File: src/rtl/fpi_pkg.sv
package fpi_pkg;

    typedef enum logic [2:0] {
        CLS_INT    = 3'd0,
        CLS_FLOAD  = 3'd1,
        CLS_FSTORE = 3'd2,
        CLS_FADD   = 3'd3,
        CLS_FMUL   = 3'd4,
        CLS_FDIV   = 3'd5,
        CLS_RSV6   = 3'd6,
        CLS_RSV7   = 3'd7
    } op_class_e;

    localparam int NUM_UNITS = 5;
    localparam int UNIT_W    = 3;

    typedef enum logic [UNIT_W-1:0] {
        U_INT = 3'd0,
        U_MEM = 3'd1,
        U_ADD = 3'd2,
        U_MUL = 3'd3,
        U_DIV = 3'd4
    } unit_e;

    function automatic int fpi_max(input int a, input int b);
        return (a > b) ? a : b;
    endfunction

endpackage

File: src/rtl/fpi_class_decode.sv
module fpi_class_decode
    import fpi_pkg::*;
#(
    parameter int LW      = 5,
    parameter int LAT_INT = 0,
    parameter int LAT_MEM = 1,
    parameter int LAT_ADD = 3,
    parameter int LAT_MUL = 6,
    parameter int LAT_DIV = 24
) (
    input  logic [2:0]        cls_i,
    output logic [LW-1:0]     lat_o,
    output logic              wr_fp_o,
    output logic [UNIT_W-1:0] unit_o
);

    op_class_e cls;
    assign cls = op_class_e'(cls_i);

    always_comb begin
        lat_o   = LW'(LAT_INT);
        wr_fp_o = 1'b0;
        unit_o  = U_INT;
        unique case (cls)
            CLS_FLOAD: begin
                lat_o   = LW'(LAT_MEM);
                wr_fp_o = 1'b1;
                unit_o  = U_MEM;
            end
            CLS_FSTORE: begin
                lat_o   = LW'(LAT_MEM);
                wr_fp_o = 1'b0;
                unit_o  = U_MEM;
            end
            CLS_FADD: begin
                lat_o   = LW'(LAT_ADD);
                wr_fp_o = 1'b1;
                unit_o  = U_ADD;
            end
            CLS_FMUL: begin
                lat_o   = LW'(LAT_MUL);
                wr_fp_o = 1'b1;
                unit_o  = U_MUL;
            end
            CLS_FDIV: begin
                lat_o   = LW'(LAT_DIV);
                wr_fp_o = 1'b1;
                unit_o  = U_DIV;
            end
            default: begin
                lat_o   = LW'(LAT_INT);
                wr_fp_o = 1'b0;
                unit_o  = U_INT;
            end
        endcase
    end

endmodule

File: src/rtl/fpi_unit_busy.sv
module fpi_unit_busy
    import fpi_pkg::*;
#(
    parameter int                     NUM    = 5,
    parameter int                     II_W   = 8,
    parameter logic [NUM*II_W-1:0]    II_VEC = '0
) (
    input  logic              clk,
    input  logic              rst_n,
    input  logic              fire_i,
    input  logic [UNIT_W-1:0] unit_i,
    output logic [NUM-1:0]    busy_o
);

    for (genvar u = 0; u < NUM; u++) begin : g_unit
        localparam int IIU = int'(II_VEC[u*II_W +: II_W]);

        if (IIU > 1) begin : g_counted
            typedef struct packed {
                logic [II_W-1:0] cnt;
            } busy_st_t;

            busy_st_t st_d, st_q;
            logic     hit;

            assign hit = fire_i && (unit_i == UNIT_W'(u));

            always_comb begin
                st_d = st_q;
                if (st_q.cnt != '0) begin
                    st_d.cnt = st_q.cnt - 1'b1;
                end
                if (hit) begin
                    st_d.cnt = II_W'(IIU - 1);
                end
            end

            always_ff @(posedge clk) begin
                if (!rst_n) begin
                    st_q <= '0;
                end else begin
                    st_q <= st_d;
                end
            end

            assign busy_o[u] = (st_q.cnt != '0);

            AST_UNIT_GAP: assert property (@(posedge clk) disable iff (!rst_n)
                hit |=> !(fire_i && (unit_i == UNIT_W'(u))))
                else $error("unit restarted inside its interval");
        end else begin : g_free
            assign busy_o[u] = 1'b0;
        end
    end

endmodule

File: src/rtl/fpi_wport_resv.sv
module fpi_wport_resv #(
    parameter int DEPTH = 25,
    parameter int LW    = 5
) (
    input  logic          clk,
    input  logic          rst_n,
    input  logic          fire_i,
    input  logic          wr_en_i,
    input  logic [LW-1:0] lat_i,
    output logic          conflict_o
);

    typedef struct packed {
        logic [DEPTH-1:0] slot;
    } resv_st_t;

    resv_st_t         st_d, st_q;
    logic             slot_taken;
    logic [DEPTH-1:0] new_bit;

    assign slot_taken = (int'(lat_i) < DEPTH) && st_q.slot[lat_i];
    assign conflict_o = wr_en_i && slot_taken;

    always_comb begin
        new_bit = ({{(DEPTH-1){1'b0}}, 1'b1} << lat_i) >> 1;
        st_d    = st_q;
        st_d.slot = st_q.slot >> 1;
        if (fire_i && wr_en_i) begin
            st_d.slot = st_d.slot | new_bit;
        end
    end

    always_ff @(posedge clk) begin
        if (!rst_n) begin
            st_q <= '0;
        end else begin
            st_q <= st_d;
        end
    end

    AST_WPORT_SINGLE: assert property (@(posedge clk) disable iff (!rst_n)
        (fire_i && wr_en_i) |-> !slot_taken)
        else $error("two writers share a write-back slot");

endmodule

File: src/rtl/fpi_reg_timers.sv
module fpi_reg_timers #(
    parameter int NREG = 32,
    parameter int RW   = 5,
    parameter int LW   = 5
) (
    input  logic          clk,
    input  logic          rst_n,
    input  logic          fire_i,
    input  logic          wr_en_i,
    input  logic [RW-1:0] wr_reg_i,
    input  logic [LW-1:0] wr_lat_i,
    input  logic [RW-1:0] rd_a_i,
    input  logic          rd_a_en_i,
    input  logic [RW-1:0] rd_b_i,
    input  logic          rd_b_en_i,
    output logic          raw_o,
    output logic          waw_o
);

    typedef struct packed {
        logic [NREG-1:0][LW-1:0] cnt;
    } tmr_st_t;

    tmr_st_t       st_d, st_q;
    logic [LW-1:0] cnt_a, cnt_b, cnt_w;

    assign cnt_a = st_q.cnt[rd_a_i];
    assign cnt_b = st_q.cnt[rd_b_i];
    assign cnt_w = st_q.cnt[wr_reg_i];

    assign raw_o = (rd_a_en_i && (cnt_a != '0)) || (rd_b_en_i && (cnt_b != '0));
    assign waw_o = wr_en_i && (cnt_w != '0) && (wr_lat_i <= cnt_w);

    always_comb begin
        st_d = st_q;
        for (int r = 0; r < NREG; r++) begin
            if (st_q.cnt[r] != '0) begin
                st_d.cnt[r] = st_q.cnt[r] - 1'b1;
            end
            if (fire_i && wr_en_i && (wr_reg_i == RW'(r))) begin
                st_d.cnt[r] = wr_lat_i;
            end
        end
    end

    always_ff @(posedge clk) begin
        if (!rst_n) begin
            st_q <= '0;
        end else begin
            st_q <= st_d;
        end
    end

    AST_RAW_SRC_A: assert property (@(posedge clk) disable iff (!rst_n)
        (fire_i && rd_a_en_i) |-> (cnt_a == '0))
        else $error("source A read before ready");

    AST_RAW_SRC_B: assert property (@(posedge clk) disable iff (!rst_n)
        (fire_i && rd_b_en_i) |-> (cnt_b == '0))
        else $error("source B read before ready");

    AST_WAW_ORDER: assert property (@(posedge clk) disable iff (!rst_n)
        (fire_i && wr_en_i) |-> ((cnt_w == '0) || (wr_lat_i > cnt_w)))
        else $error("younger writer overtakes older one");

endmodule

File: src/rtl/fpi_issue_check.sv
module fpi_issue_check
    import fpi_pkg::*;
#(
    parameter int NREG    = 32,
    parameter int LAT_INT = 0,
    parameter int LAT_MEM = 1,
    parameter int LAT_ADD = 3,
    parameter int LAT_MUL = 6,
    parameter int LAT_DIV = 24,
    parameter int II_INT  = 1,
    parameter int II_MEM  = 1,
    parameter int II_ADD  = 1,
    parameter int II_MUL  = 1,
    parameter int II_DIV  = 25
) (
    input  logic       clk,
    input  logic       rst_n,
    input  logic       id_valid,
    input  logic [2:0] id_class,
    input  logic [4:0] id_src_a,
    input  logic       id_src_a_en,
    input  logic [4:0] id_src_b,
    input  logic       id_src_b_en,
    input  logic [4:0] id_dst,
    output logic       issue,
    output logic       stall
);

    localparam int MAX_LAT = fpi_max(fpi_max(fpi_max(LAT_INT, LAT_MEM),
                                             fpi_max(LAT_ADD, LAT_MUL)), LAT_DIV);
    localparam int LW      = $clog2(MAX_LAT + 1);
    localparam int RW      = $clog2(NREG);
    localparam int II_W    = 8;
    localparam logic [NUM_UNITS*II_W-1:0] II_VEC =
        {II_W'(II_DIV), II_W'(II_MUL), II_W'(II_ADD), II_W'(II_MEM), II_W'(II_INT)};

    logic [LW-1:0]        lat;
    logic                 wr_fp;
    logic [UNIT_W-1:0]    unit;
    logic [NUM_UNITS-1:0] busy;
    logic                 struct_hit, port_hit, raw_hit, waw_hit;
    logic                 any_hit, fire;

    fpi_class_decode #(
        .LW      (LW),
        .LAT_INT (LAT_INT),
        .LAT_MEM (LAT_MEM),
        .LAT_ADD (LAT_ADD),
        .LAT_MUL (LAT_MUL),
        .LAT_DIV (LAT_DIV)
    ) u_decode (
        .cls_i   (id_class),
        .lat_o   (lat),
        .wr_fp_o (wr_fp),
        .unit_o  (unit)
    );

    fpi_unit_busy #(
        .NUM    (NUM_UNITS),
        .II_W   (II_W),
        .II_VEC (II_VEC)
    ) u_busy (
        .clk    (clk),
        .rst_n  (rst_n),
        .fire_i (fire),
        .unit_i (unit),
        .busy_o (busy)
    );

    fpi_wport_resv #(
        .DEPTH (MAX_LAT + 1),
        .LW    (LW)
    ) u_wport (
        .clk        (clk),
        .rst_n      (rst_n),
        .fire_i     (fire),
        .wr_en_i    (wr_fp),
        .lat_i      (lat),
        .conflict_o (port_hit)
    );

    fpi_reg_timers #(
        .NREG (NREG),
        .RW   (RW),
        .LW   (LW)
    ) u_timers (
        .clk       (clk),
        .rst_n     (rst_n),
        .fire_i    (fire),
        .wr_en_i   (wr_fp),
        .wr_reg_i  (RW'(id_dst)),
        .wr_lat_i  (lat),
        .rd_a_i    (RW'(id_src_a)),
        .rd_a_en_i (id_src_a_en),
        .rd_b_i    (RW'(id_src_b)),
        .rd_b_en_i (id_src_b_en),
        .raw_o     (raw_hit),
        .waw_o     (waw_hit)
    );

    assign struct_hit = busy[unit];
    assign any_hit    = struct_hit || port_hit || raw_hit || waw_hit;
    assign fire       = id_valid && !any_hit;
    assign issue      = fire;
    assign stall      = id_valid && any_hit;

    AST_ONE_DECISION: assert property (@(posedge clk) disable iff (!rst_n)
        id_valid |-> (issue != stall))
        else $error("issue and stall disagree");

    AST_IDLE_QUIET: assert property (@(posedge clk) disable iff (!rst_n)
        !id_valid |-> (!issue && !stall))
        else $error("decision without an instruction");

endmodule

File: config.mk
export PLATFORM = sky130hd
export DESIGN_NAME = fpi_issue_check
export DESIGN_NICKNAME = d
export VERILOG_FILES = /design/src/rtl/fpi_pkg.sv /design/src/rtl/fpi_class_decode.sv /design/src/rtl/fpi_unit_busy.sv /design/src/rtl/fpi_wport_resv.sv /design/src/rtl/fpi_reg_timers.sv /design/src/rtl/fpi_issue_check.sv
export SDC_FILE = /design/constraint.sdc
export NUM_CORES = 1
export LEC_CHECK = 0
export ABC_AREA = 1
export CORE_MARGIN = 2
export CORE_UTILIZATION = 55
export CTS_CLUSTER_SIZE = 28
export DETAILED_ROUTE_END_ITERATION = 10
export PLACE_DENSITY_LB_ADDON = 0.2
export SKIP_CTS_REPAIR_TIMING = 1
export SLEW_MARGIN = 40
export SYNTH_ARGS = -nofsm -noshare
export SYNTH_HDL_FRONTEND = slang
export SYNTH_HIERARCHICAL = 1
export SYNTH_SLANG_ARGS = --single-unit
File: constraint.sdc
create_clock -name clk -period 3.7 [get_ports clk]
set_clock_uncertainty 0.05 [all_clocks]
set_input_delay 0.555 -clock clk [delete_from_list [all_inputs] [get_ports clk]]
set_output_delay 0.555 -clock clk [all_outputs]
set_load 0.03 [all_outputs]
# Word level (Yosys, flattened, before mapping)
# Index checks and enable logic that the tools add are counted.
# word_totals
out_inout_bits	2
inputBits	23
register_bits	193
wordCells	317
# classes
eq_ne	37
reduce_logical	121
muxes	80
shifts	1
n_bitwise	2
addsub	33
magnitude_cmp	7
# ops
op	count
$mux W5	69
$reduce_bool A5 Y1	35
$sub A5 B1 Y5 const B	32
$eq A5 B5 Y1 const B	16
$bmux W5 S5	3
$reduce_bool A2 Y1	33
$logic_and A1 B1 Y1	42
$eq A5 B4 Y1 const B	8
$shl A1 B5 Y25 const A	1
$lt A5 B6 Y1 const B	4
$mux W24	1
$or A24 B24 Y24	1
$eq A5 B3 Y1 const B	4
$pmux W5 S4	1
$pmux W3 S4	1
$eq A5 B2 Y1 const B	2
$eq A3 B3 Y1 const B	3
$reduce_bool A8 Y1	1
$sub A8 B1 Y8 const B	1
$eq A3 B2 Y1 const B	2
$bmux W1 S5	1
$eq A5 B1 Y1 const B	1
$le A5 B5 Y1	1
$logic_not A5 Y1	1
other kinds (11)	17

# Logic depth before layout (Yosys ltp)
# Gate-level depths: netlist (run 1).
# depth
ltp_word	15
depth_mapped	34

# Hierarchy
# Netlist (run 1), hierarchy kept.
# modules_own_cells
mod	n_inst	area_each_um2	cells_each	seq_area_each_um2
fpi_reg_timers	1	12275.5	1969	3203.1
fpi_wport_resv	1	1124.8	158	480.5
fpi_unit_busy	1	486.7	73	160.2
fpi_issue_check	1	108.9	22	0.0
fpi_class_decode	1	87.6	18	0.0

# Least setup slack after synthesis (run 1)
# No wires, ideal clock.
# synth_timing
path_kind	input-to-reg
start	in id_dst[0]
end	reg u_timers/st_q[120] (netlist name)
path_buffers	3
slack_ns	-0.388
cell_stages	30
setup_time_ns	0.115
arrival_ns	3.922
cell_sequence	buf_4 > nor2_2 > clkbuf_1 > nand2_1 > nand3_1 > nand2_1 > nand2_1 > nor2_1 > nand2_1 > nand2_1 > ha_1 > nand4_1 > o221ai_1 > o21ai_0 > nand2_1 > nor2_1 > nor3_2 > and2_4 > nand2_1 > nor2_2 > nand2_1 > inv_1 > nand2_2 > inv_1 > buf_4 > nand2_1 > nand4_1 > o22ai_1 > o21ai_0 > inv_1
# synth_between
elab_chain_cells	11
# synth_lines
item	line_no	rtl
start: declaration	fpi_issue_check.sv:24	input logic [4:0] id_dst,
$bmux W5 S5 (*)	fpi_reg_timers.sv:29	assign cnt_w = st_q.cnt[wr_reg_i];
$mux W5 (implied by the code) (*)	fpi_reg_timers.sv:29	
branches (longest 2 deep; another with $le A5 B5 Y1)	-	
$logic_and A1 B1 Y1 (*)	fpi_reg_timers.sv:32	assign waw_o = wr_en_i && (cnt_w != '0) && (wr_lat_i <= cnt_w);
named net waw_hit	fpi_issue_check.sv:41	logic struct_hit, port_hit, raw_hit, waw_hit;
$logic_or A1 B1 Y1 (*)	fpi_issue_check.sv:102	assign any_hit = struct_hit || port_hit || raw_hit || waw_hit;
$logic_not A1 Y1 (*)	fpi_issue_check.sv:103	assign fire = id_valid && !any_hit;
$logic_and A1 B1 Y1 (*)	fpi_issue_check.sv:103	
named net issue	fpi_issue_check.sv:25	output logic issue,
$logic_and A1 B1 Y1 (*) (2 in a row)	fpi_reg_timers.sv:40	if (fire_i && wr_en_i && (wr_reg_i == RW'(r))) begin
$mux W5 or $reduce_bool A2 Y1 (tied branches)	-	
end signal: assignment	fpi_reg_timers.sv:50	st_q <= st_d;
end: declaration	fpi_reg_timers.sv:24	tmr_st_t st_d, st_q;
# Mark *: on every way through the listed nets, which the timed path passes. The select of a mux whose other input is x is not followed.
# A chain may end at the register's enable or synchronous reset.

# Final worst setup path (run 1)
# layout_timing
start	in id_dst[0]
end	out stall
# layout_between
elab_chain_cells	7
# layout_lines
item	line_no	rtl
$bmux W5 S5 (*)	fpi_reg_timers.sv:29	
$mux W5 (implied by the code) (*)	fpi_reg_timers.sv:29	
branches (longest 2 deep; another with $le A5 B5 Y1)	-	
$logic_and A1 B1 Y1 (*)	fpi_reg_timers.sv:32	
named net waw_hit	fpi_issue_check.sv:41	
$logic_or A1 B1 Y1 (*)	fpi_issue_check.sv:102	
$logic_and A1 B1 Y1 (*)	fpi_issue_check.sv:105	assign stall = id_valid && any_hit;
end: declaration	fpi_issue_check.sv:26	output logic stall
# Marked as above.

==> summary.txt, run 1 <==
Placement
  • Post-DP HPWL: 36200 um
  • GP Congestion: 1.04
  • PortBufs: 24
  • Placed Area: 16100 um2
  • Total placed cells including tap cells: 2711

Timing
  • Rel. slew slack: 32.8%
  • Min cycle time layout: 4020 ps
  • Final Hold Vio Count: 0
  • Fin crit share: 109%
  • PnR worst setup slack: -317 ps
  • Slew @ Worst Pin: 1000 ps
  • Max frequency: 249 MHz
  • Final setup violation count: 149
  • Unrepaired setup endpoints after global routing: yes
  • Pins over their slew limit: 0

Finish
  • Non-filler cells, final: 2774
  • Final Instance Area: 18300 um2
  • Ant diodes: 0
  • Fraction of layout cells with a size suffix above 1: 21.7%
  • Area growth from synthesis to layout: 30.1%
  • Final nets: 2525

Setup path
  • R2r startpoint: u_timers/st_q[122]
  • Cell family with the largest share of critical-path delay: simple AND/OR/NAND/NOR gates
  • Crit-path max cell delay: 280 ps
  • Worst path bufs/invs: 7
  • Setup crit end kind: output port
  • Reg2Reg Depth: 28
  • Most used cell, CP: nand2_1
  • Register-to-register setup slack: -110 ps
  • Worst-path maximum fanout: 8
  • Data arrival, critical path: 3410 ps
  • CP max stage cell: ha_4
  • Setup Crit Path Kind: input pin to output port
  • Critical Path RT: 3090 ps
  • Worst path cell trace: buf_16 > buf_12 > nor2_4 > buf_12 > buf_6 > nand2_1 > nand3_1 > nand2_1 > nand2_1 > nor2_1 > nand2_1 > nand2_2 > ha_4 > nand4_1 > buf_4 > o21ai_2 > nand2_1 > nor2_2 > nor3_2 > and2_4 > buf_4 > a21oi_4 > buf_6
  • Startpoint types: input pin
  • FF-to-FF End: u_timers/st_q[33]

Routing
  • WL met1: 20200 um
  • Mean routed wirelength per cell: 18.7 um
  • WL met2: 23600 um
  • DRC viols: 0
  • First-pass DRT Iterations: 6
  • Metal3 WL: 5420 um
  • Total Wirelength: 51800 um
  • DR vias/cell: 5.88
  • Initial drt markers: 1827
  • Max Used Layer: met4
  • Routed vias: 16.3k
  • ANT nets after route: 0

Yosys
  • Syn Area/Cell: 6.29 um2
  • Seq/Total Area, Yosys: 27.3%
  • Number of synthesized register bits: 192
  • Most common cell in the netlist: nand2_1
  • Synth top area share: 27.3%
  • Async SR Flop Fraction: 0%
  • Number of flops mapped to enable cells by yosys: 0
  • Commonest cells post-synth: nand2_1, inv_1, nor2_1
  • Yosys Warn Count: 6
  • Area contributors post-synth: dfxtp_1, nand2_1, inv_1
  • Cell taking the most area after synthesis: dfxtp_1
  • Synth cell types: 46
  • Synth Cell Area: 14100 um2
  • Main synth FF type: dfxtp_1
  • Syn Inst Count: 2240

Global route
  • Initial antenna violation count: 0
  • Vias in the first global route: 14.6k
  • First-pass GRT wire length: 75900 um
  • Overflow left after global routing: 0
  • Largest net degree at the start of global routing: 54
  • Tot GR Track Use: 36.2%

Die
  • Die ar.: 26900 um2
  • IO Count: 25
  • Die outline width: 164 um
  • Die Y: 164 um
  • Initial Utilization: 55.9%
  • Core Footprint: 25200 um2
  • # rows: 58

Clocking
  • H-tree depth: 4
  • CTS tree: yes
  • Maximum buffer depth of the clock tree: 2
  • Clock root cell: clkbuf_16
  • Sink Count: 192
  • Clk slew on worst S/H paths: 90 ps
  • Clock Latency Late Sink: 460 ps
  • CTS buffer count: 17

Pwr
  • Leakage: 8.72 nW
  • Max IR drop VDD: 387 uV
  • P per Cell Area: 708 nW/um2

Min path
  • Hold Path Depth: 2
  • End point of the worst hold path: u_wport/st_q[19]
  • HP Start: u_wport/st_q[20]
  • Hold Path Class: flop to flop

Run status
  • Status: finished with violations
  • Failing checks: negative setup slack

Flow run
  • Max_cap viols: 0
==> metal layers <==
metal | vias up | track usage (%)
met5 | - | 0
met4 | 0 | 16.3
met3 | 210 | 6.31
met2 | 925 | 59.3
met1 | 7473 | 46.6
li1 | 7696 | -
==> placed cells by master, fill, tap and decap left out, types with 8 or more instances in the layout <==
cell type	count
a211oi_1	10
a211oi_2	20
a21oi_1	90
a21oi_2	20
a22oi_1	12
a31oi_1	20
buf_12	19
buf_4	173
buf_6	33
clkbuf_16	19
clkdlybuf4s50_1	17
clkinv_8	8
dfxtp_1	192
ha_1	69
inv_1	260
inv_2	26
inv_4	13
nand2_1	487
nand2_2	37
nand2_4	26
nand2_8	19
nand3_1	171
nand4_1	35
nor2_1	255
nor2_2	23
nor2_4	18
nor3_1	30
o211ai_1	21
o21ai_0	45
o21ai_1	59
o21ai_2	13
o22ai_1	33
o22ai_2	12
xnor2_1	10
xor2_1	78
==> power by group <==
group | internal [mW] | leakage (nW) | switching [mW]
Combinational | 3.07 | 6.83 | 4.47
Sequential | 2.76 | 1.59 | 0.728
Clock | 0.944 | 0.302 | 1.02
Total | 6.77 | 8.72 | 6.21
==> how the worst max path moves through the flow <==
stage | slack, ps | end | startpoint | cells after the start
after global placement | -1020 | u_timers/st_q[85] | id_dst[1] | 32
final | -320 | stall | id_dst[0] | 23
after global routing | -400 | stall | id_dst[0] | 23
after detailed placement | -1100 | u_timers/st_q[121] | id_dst[1] | 31
after CTS | -720 | stall | id_dst[1] | 22
after floorplan | -40 | u_timers/st_q[75] | id_dst[0] | 28
==> flip-flops by register name (all words and copies together), names as in the netlist <==
register,flops
u_busy/g_unit.g_counted.st_q,8
u_timers/st_q,160
u_wport/st_q,24
==> cell families after synthesis <==
family	share of synthesized area (%)
and+or+nand+nor	33.5
buffers and inverters	11.0
AOI/OAI and AO/OA	16.4
DFF	27.3
xor gates and xnor gates	5.47
adders and majority gates	6.31
other	0.0266
==> per-stage QoR <==
step	power (mW)	hold slack, ps	worst slack [ps]	util [%]	setup TNS (ps)
2_1_floorplan	8.21	377	-39.4	-	-142
3_3_place_gp	9.67	393	-1020	64.1	-165840
3_5_place_dp	9.85	398	-1100	64.1	-176280
4_1_cts	11.8	412	-718	66.6	-91180
5_1_grt	13.9	430	-399	72.7	-41090
6_report	13.0	417	-317	72.7	-16160
==> worst reg2reg max path: cells and delay by family, from the launching register on <==
kind | cells | cell delay (ps)
AND/OR/NAND/NOR | 19 | 1880
AO/OA/AOI/OAI | 4 | 700
adder cells (fa/ha/maj) | 1 | 310
buffers and inverters | 4 | 450
flip-flops | 1 | 340
==> layout make-up <==
cell class / count / area [um2]
multi-input cells: 1662 / 9820
well taps: 330 / 413
repair buffers: 253 / 2410
clock buffers: 18 / 439
inverters: 305 / 1200
fillers: 2047 / 6860
flip-flops and latches: 192 / 3840
clock inverters: 14 / 188
(Power assumes the default switching activity.)
==> run 2: changes to the inputs <==
Settings changed: SLEW_MARGIN 40 to default.
==> summary.txt, run 2 (synthesis results as in run 1) <==
Die
  • Die ar.: 26900 um2 (unchanged)
  • Die outline width: 164 um (unchanged)
  • Core Footprint: 25200 um2 (unchanged)
  • IO Count: 25 (unchanged)
  • # rows: 58 (unchanged)
  • Initial Utilization: 55.9% (unchanged)
  • Die Y: 164 um (unchanged)

Finish
  • # fillers: 1938 (-5.3%)
  • Final Instance Area: 18900 um2 (+2.9%)
  • Area growth from synthesis to layout: 33.9%
  • Final nets: 2531 (+0.24%)
  • Non-filler cells, final: 2780 (+0.22%)
  • Fraction of layout cells with a size suffix above 1: 24.1% (+2.4 points)
  • Biggest regs: u_timers/st_q x160, u_wport/st_q x24, u_busy/g_unit.g_counted.st_q x8
  • Most common cell after layout, fill and taps aside: nand2_1
  • Largest register FFs: 160 (unchanged)
  • Final Util: 74.9% (+2.1 points)
  • Ant diodes: 0 (unchanged)
  • Commonest non-fill, non-tap cells in the layout: nand2_1, inv_1, nor2_1
  • Reg with most FFs: u_timers/st_q

Routing
  • First-pass DRT Iterations: 8 (+2)
  • DRC viols: 0 (unchanged)
  • Routed vias: 16.7k (+2.4%)
  • DR vias/cell: 6.00 (+2.1%)
  • ANT nets after route: 0 (unchanged)
  • Initial drt markers: 2020 (+11%)
  • Total Wirelength: 53400 um (+3.0%)
  • Mean routed wirelength per cell: 19.2 um (+2.8%)

Timing
  • Final setup violation count: 131 (-12%)
  • Max frequency: 250 MHz (+0.49%)
  • Unrepaired setup endpoints after global routing: yes
  • PnR worst setup slack: -297 ps (+19.5 ps)
  • Setup TNS: -11690 ps (+4470 ps)
  • Rel. slew slack: 19.1% (-14 points)
  • Pins over their slew limit: 0 (unchanged)
  • Final Hold Vio Count: 0 (unchanged)
  • Fin crit share: 108% (-0.53 points)
  • Min cycle time layout: 4000 ps (-19.5 ps)
  • Slew @ Worst Pin: 1210 ps (+205 ps)

Pwr
  • Power share of the clock group: 14.7% (-0.4 points)
  • Max IR drop VDD: 458 uV (+18%)
  • Leakage: 8.74 nW (+0.18%)
  • Power share of the combinational group: 59.1% (+1.0 points)
  • Reg power frac: 26.2% (-0.6 points)
  • P_sw: 6.46 mW (+4.0%)
  • Sw frac: 48.3% (+0.46 points)
  • P per Cell Area: 709 nW/um2 (+0.12%)
  • P_int: 6.91 mW (+2.2%)
  • Tot Pwr: 13.4 mW (+3.1%)

Clocking
  • Clock Latency Late Sink: 460 ps (about the same)
  • Clock root cell: clkbuf_16
  • CTS tree: yes
  • CTS buffer count: 17 (unchanged)
  • Sink Count: 192 (unchanged)
  • Clk slew on worst S/H paths: 90 ps (about the same)
  • Maximum buffer depth of the clock tree: 2 (unchanged)
  • H-tree depth: 4 (unchanged)

Min path
  • Hold Path Class: flop to flop

Setup path
  • CP max stage cell: ha_4
  • Crit-path max cell delay: 280 ps (about the same)
  • Worst-path maximum fanout: 8 (unchanged)
  • Most used cell, CP: nand2_1
  • Data arrival, critical path: 3390 ps (-20 ps)
  • Worst path cell trace: buf_16 > buf_12 > nor2_4 > clkbuf_16 > buf_12 > a22oi_1 > nand2_1 > a21oi_1 > nand2_1 > nand2_2 > ha_4 > nand4_1 > buf_4 > o21ai_2 > nand2_1 > nor2_2 > nor3_2 > and2_4 > buf_4 > a21oi_4 > buf_6
  • Critical Path RT: 3090 ps (about the same)
  • Setup crit end kind: output port
  • Startpoint types: input pin
  • Setup Crit Path Kind: input pin to output port

Global route
  • First-pass GRT wire length: 75900 um (unchanged)
  • Tot GR Track Use: 36.2% (unchanged)
  • Overflow left after global routing: 0 (unchanged)
  • Initial antenna violation count: 0 (unchanged)
  • Largest net degree at the start of global routing: 54 (unchanged)
  • Vias in the first global route: 14.6k (unchanged)

Flow run
  • Max_cap viols: 0 (unchanged)

Placement
  • PortBufs: 24 (unchanged)
  • Total placed cells including tap cells: 2711 (unchanged)
  • GP Congestion: 1.04 (unchanged)
  • Placed Area: 16100 um2 (unchanged)
  • Post-DP HPWL: 36200 um (unchanged)

Run status
  • Status: finished with violations
  • Failing checks: negative setup slack
==> run 2: changes by cell type in the layout (fill, tap and decap cells not counted), moves of 8 or more <==
cell     delta
nor2_1      -8
nand2_1    -12
buf_6      +14
buf_4      -12
nand2_8    +11
==> run 2: final timing paths <==
path                                        start                 to  slack, ps  depth (start not counted)
worst min-delay path             u_wport/st_q[20]   u_wport/st_q[19]        420                          2
worst max-delay path                    id_dst[0]              stall       -300                         21
worst max register to register  u_timers/st_q[31]  u_timers/st_q[17]       -130                         28
worst min register to register   u_wport/st_q[20]   u_wport/st_q[19]        420                          2
==> run 2: per-layer routing <==
metal  share of wire [%]  vias up  track usage [%]
li1                    -     7706                -
met1                  39     7785             46.6
met2                  46      956             59.3
met3                  10      243             6.31
met4                 5.5        0             16.3
met5                   0        -                0
==> run 2: critical path, delay by kind of cell <==
family                   cells  cell delay (ps)
AND/OR/NAND/NOR              9             1100
buffers and inverters        7             1010
AO/OA/AOI/OAI                4              450
adder cells (fa/ha/maj)      1              280
==> run 2: stage by stage <==
stage                     setup WS [ps]  hold slack [ps]
final                              -297              418
after CTS                          -718              412
after detailed placement          -1100              398
after global placement            -1020              393
after global routing               -406              430
after floorplan                   -39.4              377
==> run 2: area by class of cell <==
class                   instances  area [um2]  area share [%]
inverters                     305        1240            6.58
well taps                     330         413            2.19
flip-flops and latches        192        3840            20.4
repair buffers                257        2520            13.4
clock inverters                14         188           0.995
clock buffers                  18         439            2.33
multi-input cells            1664       10200            54.2
==> run 2: power by group through the flow <==
stage | Clock (mW) | Sequential [mW] | Combinational, mW
after CTS | 1.97 | 3.43 | 6.44
final | 1.97 | 3.50 | 7.91
after floorplan | 0 | 3.26 | 4.95
after detailed placement | 0 | 3.47 | 6.38
after global routing | 2.05 | 3.55 | 8.72
after global placement | 0 | 3.47 | 6.20
